File: src/rtl/vrom_pkg.sv
package vrom_pkg;
  // register select encodings on the control interface
  typedef enum logic [1:0] {
    SEL_CTRL  = 2'd0,
    SEL_FAULT = 2'd1,
    SEL_PEND  = 2'd2,
    SEL_NONE  = 2'd3
  } reg_sel_e;

  // index of the snooped streams in the per-port arrays
  localparam int PORT_FETCH = 0;
  localparam int PORT_DATA  = 1;
  localparam int NPORTS     = 2;
endpackage

File: src/rtl/vrom_region_dec.sv
module vrom_region_dec #(
  parameter int AW      = 17,
  parameter int VBASE   = 'h10000,
  parameter int PG_BITS = 13,
  parameter int NPAGE   = 4,
  parameter int CBASE   = 'h2000
) (
  input  logic [AW-1:0]              addr,
  input  logic                       res_valid,
  input  logic [$clog2(NPAGE)-1:0]   res_tag,
  output logic                       in_win,
  output logic                       hit,
  output logic [AW-1:0]              paddr
);
  localparam int TAG_W = $clog2(NPAGE);
  localparam int VSPAN = NPAGE << PG_BITS;
  localparam logic [AW:0]   VLO = (AW+1)'(VBASE);
  localparam logic [AW:0]   VHI = (AW+1)'(VBASE + VSPAN);
  localparam logic [AW-1:0] VB  = AW'(VBASE);
  localparam logic [AW-1:0] CB  = AW'(CBASE);

  logic [AW-1:0]    offset;
  logic [TAG_W-1:0] page;

  always_comb begin
    in_win = ({1'b0, addr} >= VLO) && ({1'b0, addr} < VHI);
    offset = addr - VB;
    page   = offset[PG_BITS +: TAG_W];
    hit    = in_win && res_valid && (page == res_tag);
    paddr  = hit ? (CB + AW'(addr[PG_BITS-1:0])) : addr;
  end
endmodule

File: src/rtl/vrom_tag_regs.sv
module vrom_tag_regs #(
  parameter int NPAGE = 4,
  parameter int DW    = 32
) (
  input  logic                     clk,
  input  logic                     rst_n,
  input  logic                     wr_en,
  input  logic [DW-1:0]            wdata,
  output logic                     res_valid,
  output logic [$clog2(NPAGE)-1:0] res_tag
);
  localparam int TAG_W = $clog2(NPAGE);

  logic             valid_n;
  logic [TAG_W-1:0] tag_n;

  always_comb begin
    valid_n = res_valid;
    tag_n   = res_tag;
    if (wr_en) begin
      valid_n = wdata[0];
      tag_n   = wdata[TAG_W:1];
    end
  end

  always_ff @(posedge clk or negedge rst_n) begin
    if (!rst_n) begin
      res_valid <= 1'b0;
      res_tag   <= '0;
    end else begin
      res_valid <= valid_n;
      res_tag   <= tag_n;
    end
  end
endmodule

File: src/rtl/vrom_miss_ctl.sv
module vrom_miss_ctl #(
  parameter int AW = 17
) (
  input  logic          clk,
  input  logic          rst_n,
  input  logic          f_req,
  input  logic          f_in,
  input  logic          f_hit,
  input  logic [AW-1:0] f_addr,
  input  logic          d_req,
  input  logic          d_we,
  input  logic          d_in,
  input  logic          d_hit,
  input  logic [AW-1:0] d_addr,
  input  logic          pend_clr,
  output logic          exc,
  output logic          berr,
  output logic          pending,
  output logic [AW-1:0] fault_addr,
  output logic          fault_fetch
);
  logic          f_miss, d_miss, take;
  logic          exc_n, berr_n, pend_n, kind_n;
  logic [AW-1:0] fa_n;

  always_comb begin
    f_miss = f_req && f_in && !f_hit;
    d_miss = d_req && !d_we && d_in && !d_hit;
    take   = (f_miss || d_miss) && !pending;
    exc_n  = take;
    berr_n = d_req && d_we && d_in;
    pend_n = pending;
    fa_n   = fault_addr;
    kind_n = fault_fetch;
    if (take) begin
      pend_n = 1'b1;
      fa_n   = f_miss ? f_addr : d_addr;
      kind_n = f_miss;
    end else if (pend_clr) begin
      pend_n = 1'b0;
    end
  end

  always_ff @(posedge clk or negedge rst_n) begin
    if (!rst_n) begin
      exc         <= 1'b0;
      berr        <= 1'b0;
      pending     <= 1'b0;
      fault_addr  <= '0;
      fault_fetch <= 1'b0;
    end else begin
      exc         <= exc_n;
      berr        <= berr_n;
      pending     <= pend_n;
      fault_addr  <= fa_n;
      fault_fetch <= kind_n;
    end
  end


  exc_pulse_chk: assert property (@(posedge clk) disable iff (!rst_n)
    exc |=> !exc);

  exc_sets_pend_chk: assert property (@(posedge clk) disable iff (!rst_n)
    exc |-> pending);

  pend_mask_chk: assert property (@(posedge clk) disable iff (!rst_n)
    pending |=> !exc);

  fault_hold_chk: assert property (@(posedge clk) disable iff (!rst_n)
    (pending && !pend_clr) |=> $stable(fault_addr) && $stable(fault_fetch));
endmodule

File: src/rtl/vrom_window_ctl.sv
module vrom_window_ctl
  import vrom_pkg::*;
#(
  parameter int AW      = 17,
  parameter int DW      = 32,
  parameter int VBASE   = 'h10000,
  parameter int PG_BITS = 13,
  parameter int NPAGE   = 4,
  parameter int CBASE   = 'h2000
) (
  input  logic          clk,
  input  logic          rst_n,
  input  logic          if_req,
  input  logic [AW-1:0] if_addr,
  output logic [AW-1:0] if_paddr,
  input  logic          dm_req,
  input  logic          dm_we,
  input  logic [AW-1:0] dm_addr,
  output logic [AW-1:0] dm_paddr,
  input  logic          rg_wr,
  input  logic [1:0]    rg_sel,
  input  logic [DW-1:0] rg_wdata,
  output logic [DW-1:0] rg_rdata,
  output logic          miss_exc,
  output logic          bus_err
);
  localparam int TAG_W = $clog2(NPAGE);
  localparam logic [AW:0] CLO = (AW+1)'(CBASE);
  localparam logic [AW:0] CHI = (AW+1)'(CBASE + (1 << PG_BITS));

  logic             res_valid;
  logic [TAG_W-1:0] res_tag;
  logic [AW-1:0]    p_addr  [NPORTS];
  logic [AW-1:0]    p_paddr [NPORTS];
  logic             p_in    [NPORTS];
  logic             p_hit   [NPORTS];
  logic             pending, fault_fetch;
  logic [AW-1:0]    fault_addr;
  logic             ctrl_wr, pend_clr;

  assign p_addr[PORT_FETCH] = if_addr;
  assign p_addr[PORT_DATA]  = dm_addr;

  for (genvar g = 0; g < NPORTS; g++) begin : g_port
    vrom_region_dec #(
      .AW(AW), .VBASE(VBASE), .PG_BITS(PG_BITS), .NPAGE(NPAGE), .CBASE(CBASE)
    ) u_dec (
      .addr      (p_addr[g]),
      .res_valid (res_valid),
      .res_tag   (res_tag),
      .in_win    (p_in[g]),
      .hit       (p_hit[g]),
      .paddr     (p_paddr[g])
    );
  end

  assign if_paddr = p_paddr[PORT_FETCH];
  // writes are never steered into the cache window
  assign dm_paddr = dm_we ? dm_addr : p_paddr[PORT_DATA];

  always_comb begin
    ctrl_wr  = rg_wr && (reg_sel_e'(rg_sel) == SEL_CTRL);
    pend_clr = rg_wr && (reg_sel_e'(rg_sel) == SEL_PEND) && rg_wdata[0];
  end

  vrom_tag_regs #(.NPAGE(NPAGE), .DW(DW)) u_tags (
    .clk       (clk),
    .rst_n     (rst_n),
    .wr_en     (ctrl_wr),
    .wdata     (rg_wdata),
    .res_valid (res_valid),
    .res_tag   (res_tag)
  );

  vrom_miss_ctl #(.AW(AW)) u_miss (
    .clk         (clk),
    .rst_n       (rst_n),
    .f_req       (if_req),
    .f_in        (p_in[PORT_FETCH]),
    .f_hit       (p_hit[PORT_FETCH]),
    .f_addr      (if_addr),
    .d_req       (dm_req),
    .d_we        (dm_we),
    .d_in        (p_in[PORT_DATA]),
    .d_hit       (p_hit[PORT_DATA]),
    .d_addr      (dm_addr),
    .pend_clr    (pend_clr),
    .exc         (miss_exc),
    .berr        (bus_err),
    .pending     (pending),
    .fault_addr  (fault_addr),
    .fault_fetch (fault_fetch)
  );

  always_comb begin
    rg_rdata = '0;
    unique case (reg_sel_e'(rg_sel))
      SEL_CTRL:  rg_rdata[TAG_W:0] = {res_tag, res_valid};
      SEL_FAULT: begin
        rg_rdata[AW-1:0] = fault_addr;
        rg_rdata[DW-1]   = fault_fetch;
      end
      SEL_PEND:  rg_rdata[0] = pending;
      default:   rg_rdata = '0;
    endcase
  end


  fetch_in_cache_chk: assert property (@(posedge clk) disable iff (!rst_n)
    (if_req && p_hit[PORT_FETCH]) |->
      ({1'b0, if_paddr} >= CLO) && ({1'b0, if_paddr} < CHI));

  outside_quiet_chk: assert property (@(posedge clk) disable iff (!rst_n)
    (!p_in[PORT_FETCH] && !p_in[PORT_DATA]) |=> !miss_exc && !bus_err);

  write_no_exc_chk: assert property (@(posedge clk) disable iff (!rst_n)
    (dm_req && dm_we && !if_req) |=> !miss_exc);
endmodule

File: config.mk
export PLATFORM = sky130hd
export DESIGN_NAME = vrom_window_ctl
export DESIGN_NICKNAME = d
export VERILOG_FILES = /design/src/rtl/vrom_pkg.sv /design/src/rtl/vrom_region_dec.sv /design/src/rtl/vrom_tag_regs.sv /design/src/rtl/vrom_miss_ctl.sv /design/src/rtl/vrom_window_ctl.sv
export SDC_FILE = /design/constraint.sdc
export NUM_CORES = 1
export LEC_CHECK = 0
export ABC_AREA = 1
export BUFFER_PORTS_ARGS = -buffer_cell sky130_fd_sc_hd__buf_2
export CORE_MARGIN = 4
export CORE_UTILIZATION = 44
export DETAILED_ROUTE_END_ITERATION = 8
export PLACE_DENSITY_LB_ADDON = 0.1
export SYNTH_ARGS = -nofsm -noshare
export SYNTH_HDL_FRONTEND = slang
export SYNTH_HIERARCHICAL = 1
export SYNTH_SLANG_ARGS = --single-unit
File: constraint.sdc
create_clock -name clk -period 2 [get_ports clk]
set_clock_uncertainty 0.2 [all_clocks]
set_input_delay 0.2 -clock clk [delete_from_list [all_inputs] [get_ports clk]]
set_output_delay 0.2 -clock clk [all_outputs]
set_load 0.01 [all_outputs]
* Word level (Yosys, flattened, before mapping)
Cells that the tools add are included.
Widths: inputs -> output; s select.
** Operators by class
- Add/sub/neg operators :: 4
- $lt $le $gt $ge :: 4
- Equality and inequality tests :: 4
- Muxes and demuxes :: 10
- Reduce and logical (&&, ||, !) cells :: 24
** Operator list (count)
- $mux 17 :: 4
- $ge 17x17->1 const B :: 2
- $lt 17x17->1 const B :: 2
- $add 14x13->15 const A :: 2
- $sub 15x1->15 const B :: 2
- $logic_and 1x1->1 :: 17
- $mux 14 :: 1
- $eq 2x2->1 :: 2
- $logic_not 1->1 :: 4
- $pmux 2 s2 :: 1
- $mux 1 :: 3
- $pmux 1 s3 :: 1
- $eq 2x1->1 const B :: 1
- $eq 2x2->1 const B :: 1
- $logic_not 2->1 :: 1
- $reduce_bool 2->1 :: 1
- $logic_or 1x1->1 :: 1
** Word-level totals
- Register bits :: 24
- Bits of input ports :: 74
- Output and inout port bits :: 68
- Word-level logic and storage cells :: 53

* Longest topological paths before layout
- Depth after elaboration :: 9
- Mapped depth :: 13
- Depth with buffers taken out :: 12

* Cells and area by module
The synthesis kept the hierarchy.
** Modules (own cells, without submodules)
- vrom_miss_ctl :: times used 1, cells each 150, area each 1212.4 um^2, seq. area each 525.5 um^2
- vrom_window_ctl :: times used 1, cells each 118, area each 639.4 um^2, seq. area each 0.0 um^2
- vrom_region_dec :: times used 2, cells each 31, area each 176.4 um^2, seq. area each 0.0 um^2
- vrom_tag_regs :: times used 1, cells each 13, area each 112.6 um^2, seq. area each 75.1 um^2

* Worst setup path after synthesis
OpenSTA, ideal clock, no wires.
- Path kind :: register to register
- Start point :: register u_tags.res_tag[0]
- End point :: register u_miss.pending
- Library setup time :: 132 ps
- Arrival time :: 1362 ps
- Data required time :: 1668 ps
- Setup slack :: 306 ps
- Cell stages (with the launch flop) :: 9
- Path buffers :: 2
- Period minus slack after synthesis :: 1694 ps
- Path through :: dfrtp_1 -> xnor2_1 -> nand2_1 -> inv_1 -> nor2_1 -> nand3_1 -> buf_2 -> buf_6 -> o211ai_1
** RTL lines
- start: declaration :: RTL line vrom_tag_regs.sv:10 : output logic [$clog2(NPAGE)-1:0] res_tag
- start signal: assignment :: RTL line vrom_tag_regs.sv:32 : res_tag <= tag_n;
- end signal: assignment :: RTL line vrom_miss_ctl.sv:54 : pending <= pend_n;
- end: declaration :: RTL line vrom_miss_ctl.sv:18 : output logic pending,

==> results.md <==
* Outcome: completed
* Combined area of the multi-input logic cells at 1160 sq um
* Critical path type: register to output pin
* CTS max path bufs at 2
* R2R Path Start: u_tags/res_tag[0]$_DFFE_PN0P_
* Hold path endpoint: u_miss/fault_addr[12]$_DFFE_PN0P_
* Sequential fraction of the synthesis area at 0.259
* Post-DR vias/cell at 4.32
* Die X-Extent at 80.6 um
* Setup repair after global routing missed its margin: false
* Area overhead of the layout relative to synthesis at 15.6%
* Fraction of layout instances using a drive strength above 1 at 0.341
* Proportion of synthesized flip-flops having asynchronous set or reset at 1.00
* Worst hold-check path type: input port to register
* Iteration-0 DRC Markers at 59
* Full die area at 6490 sq um
* Most common cell after layout, fill and taps aside: sky130_fd_sc_hd__nand2_1
* R2r worst-path depth at 8
* Launch point of the critical path: u_tags/res_tag[0]$_DFFE_PN0P_
* Crit path top cell by count: sky130_fd_sc_hd__nand2_1
* Die height at 80.6 um
* Leakage at 1.63 nW
* Share of Yosys cell area claimed by the top area cell type at 0.259
* Initial core utilization at 0.454
* Netlist area before placement at 2320 sq um
* Number of inserted diodes at 0
* Count of buffers inserted at the top-level ports at 98
* Fin nets at between 400 and 500
* Placed cell areas at ~2500 sq um
* H-Tree Level Count at 1
* Largest fanout on the critical path at 4
* Largest cells by area after synthesis: sky130_fd_sc_hd__dfrtp_1, sky130_fd_sc_hd__nand2_1, sky130_fd_sc_hd__buf_4, sky130_fd_sc_hd__inv_1, sky130_fd_sc_hd__nor2_4
* Number of global-route vias before repair at 1905
* IO Count at ~140
* Half-perimeter wire length after placement at 4260 um
* Reg area at about 600 sq um
* Fillcell total at 548
* CTS buffer count at 3
* Residual DRC at 0
* Antenna Nets Post-Route at 0
* Cell chain of the critical path: xnor2_2 -> nand2_1 -> nand2_1 -> inv_1 -> o21ai_0 -> buf_2
* Headroom to the max-slew limit at 0.651
* Top cell type by total area after synthesis: sky130_fd_sc_hd__dfrtp_1
* Overall fraction of global-route tracks in use at 0.160
* Total chip power at 1.87 mW
* Setup Buffers After CTS at 0
* Actual slew at the worst max-slew pin at 0.522 ns
* Setup slack of the most critical reg-to-reg path at 0.18 ns
* Root buffer cell: sky130_fd_sc_hd__clkbuf_8
* CTS tree: built
* Largest net degree at the start of global routing at 36
* Total count of max-transition violations in the final report at 0
* Worst path arrival time at 1.47 ns
* Required arrival time at the worst endpoint at 1.60 ns
* Initial antenna violation count at 0
* 1st-pass router iterations at 4
* Sink count of the clock tree at 24
* Final Hold Violating Endpoints at 0
* Hold Crit Start: dm_addr[12]
* Most frequent cells in the layout: sky130_fd_sc_hd__nand2_1, sky130_fd_sc_hd__buf_2, sky130_fd_sc_hd__inv_1, sky130_fd_sc_hd__dfrtp_1
* Synthesis Warnings at 6
* Global-route wire length before repair at 8420 um
* Main synth FF type: sky130_fd_sc_hd__dfrtp_1
* Capturing element type of the critical path: output pin
* Final setup vio count at 0
* Capturing point of the worst reg2reg path: u_miss/fault_addr[2]$_DFFE_PN0P_
* Number of distinct library cells after synthesis at 25
* Placeable core region at 5110 sq um
* Number of instances in the synthesized netlist at 343
* Power per cell area at 697 nW/um^2
* FF+latch count, synth at 24
* Gpl congestion at 0.770
* Period Utilization, post-route at 0.934
* Mean area per synthesized cell at 6.76 sq um
* EDFF count, synth at 0
* Routed length per instance at 11.0 um
* Overall via count from detail_route at 2075
* Global route total overflow at 0
* Setup TNS at 0 ns
* Hold path cells at 5
* Total wirelength of the detailed-routed design at 5290 um
* Worst skew pair latency at 0.25 ns
* Shortest clock period the worst path allows after layout at approximately 1.9 ns
* Std cell rows at 26
* Maximum operating frequency at 0.536 GHz
* Count of maximum capacitance violations at 0
* Pre-CTS WS at -0.108 ns
* Final std cell area, no fill at 2680 sq um
* Worst path max stage delay at between 0.4 and 0.5 ns
* Cell type of the slowest stage on the worst timing path: sky130_fd_sc_hd__dfrtp_1
* Final setup slack of the worst path at 0.133 ns
* Largest voltage drop on the vdd net at 0.358 mV
* Critical path startpoint category: register
* Worst-path clk slew at 0.08 ns
* Final Hold Slack at 0.0760 ns
[flip-flops by register name (all words and copies together), names as in the netlist]
register and flops:
u_miss/berr 1, u_miss/exc 1, u_miss/fault_addr 17, u_miss/fault_fetch 1, u_miss/pending 1, u_tags/res_tag 2, u_tags/res_valid 1
[what timing repair did]
action,CTS,global route
endpoints found under the hold margin,28,0
gates cloned,0,1
endpoints found under the setup margin,17,18
gates resized for setup,2,6
hold buffers,5,0
[logic make-up (layout without fill, tap and decap cells)]
kind of cell,after synthesis,in the layout,share of synthesized area
and+or+nand+nor,185,186,0.404
buffers and inverters,109,162,0.279
DFF,24,24,0.259
AOI/OAI and AO/OA,22,22,0.0486
xor gates and xnor gates,2,2,0.00756
other,1,14,0.00162
[critical path, delay by kind of cell (launching register included)]
| family | cells | cell delay [ns] |
|---|---|---|
| flops | 1 | 0.49 |
| xor+xnor | 1 | 0.24 |
| buf+inv | 2 | 0.18 |
| simple gates | 2 | 0.16 |
| compound gates | 1 | 0.13 |
[per-stage QoR]
| step | cells | util |
|---|---|---|
| 4_1_cts | 479 | 0.517 |
| 3_3_place_gp | 471 | 0.497 |
| 6_report | 480 | 0.524 |
| 5_1_grt | 480 | 0.524 |
| 3_5_place_dp | 471 | 0.497 |
| 2_1_floorplan | 356 | - |
[power breakdown]
group | switching, mW | internal, mW | total, mW
registers | 0.119 | 0.671 | 0.790
clock network | 0.133 | 0.134 | 0.267
logic | 0.469 | 0.342 | 0.811
[synth_stat cells, types with 3 or more instances]
library cell and number:
sky130_fd_sc_hd__a21oi_1 4, sky130_fd_sc_hd__buf_2 4, sky130_fd_sc_hd__buf_4 44, sky130_fd_sc_hd__buf_6 5
sky130_fd_sc_hd__dfrtp_1 24, sky130_fd_sc_hd__inv_1 48, sky130_fd_sc_hd__inv_2 3, sky130_fd_sc_hd__nand2_1 113
sky130_fd_sc_hd__nand2_4 4, sky130_fd_sc_hd__nand3_1 17, sky130_fd_sc_hd__nand3_2 9, sky130_fd_sc_hd__nand4_1 17
sky130_fd_sc_hd__nor2_1 10, sky130_fd_sc_hd__nor2_4 11, sky130_fd_sc_hd__o21ai_0 17
[how the worst max path moves through the flow]
stage,depth (start not counted),endpoint,slack (ns)
4_1_cts,11,u_miss/fault_addr[9]$_DFFE_PN0P_,0.06
6_report,6,dm_paddr[13],0.13
5_1_grt,9,dm_paddr[13],0.02
3_3_place_gp,12,u_miss/fault_addr[7]$_DFFE_PN0P_,-0.10
2_1_floorplan,8,u_miss/pending$_DFFE_PN0P_,0.31
3_5_place_dp,12,u_miss/fault_addr[7]$_DFFE_PN0P_,-0.11
[final cells by class]
type                       count  share of cell area
sequential                    24               0.225
multi-input combinational    224               0.433
inverter                      51              0.0733
tap                           70              0.0327
timing repair buffer         108               0.220
clock buffer                   3              0.0154
[routing by layer]
layer,part of all wire,vias to the layer above,GRT usage
met2,0.45,63,0.267
met1,0.48,873,0.226
met3,0.065,2,0.0168
met4,0.0060,0,0.0253
met5,0,-,0
li1,-,1137,-
No activity file was read; power rests on OpenSTA's default activity.
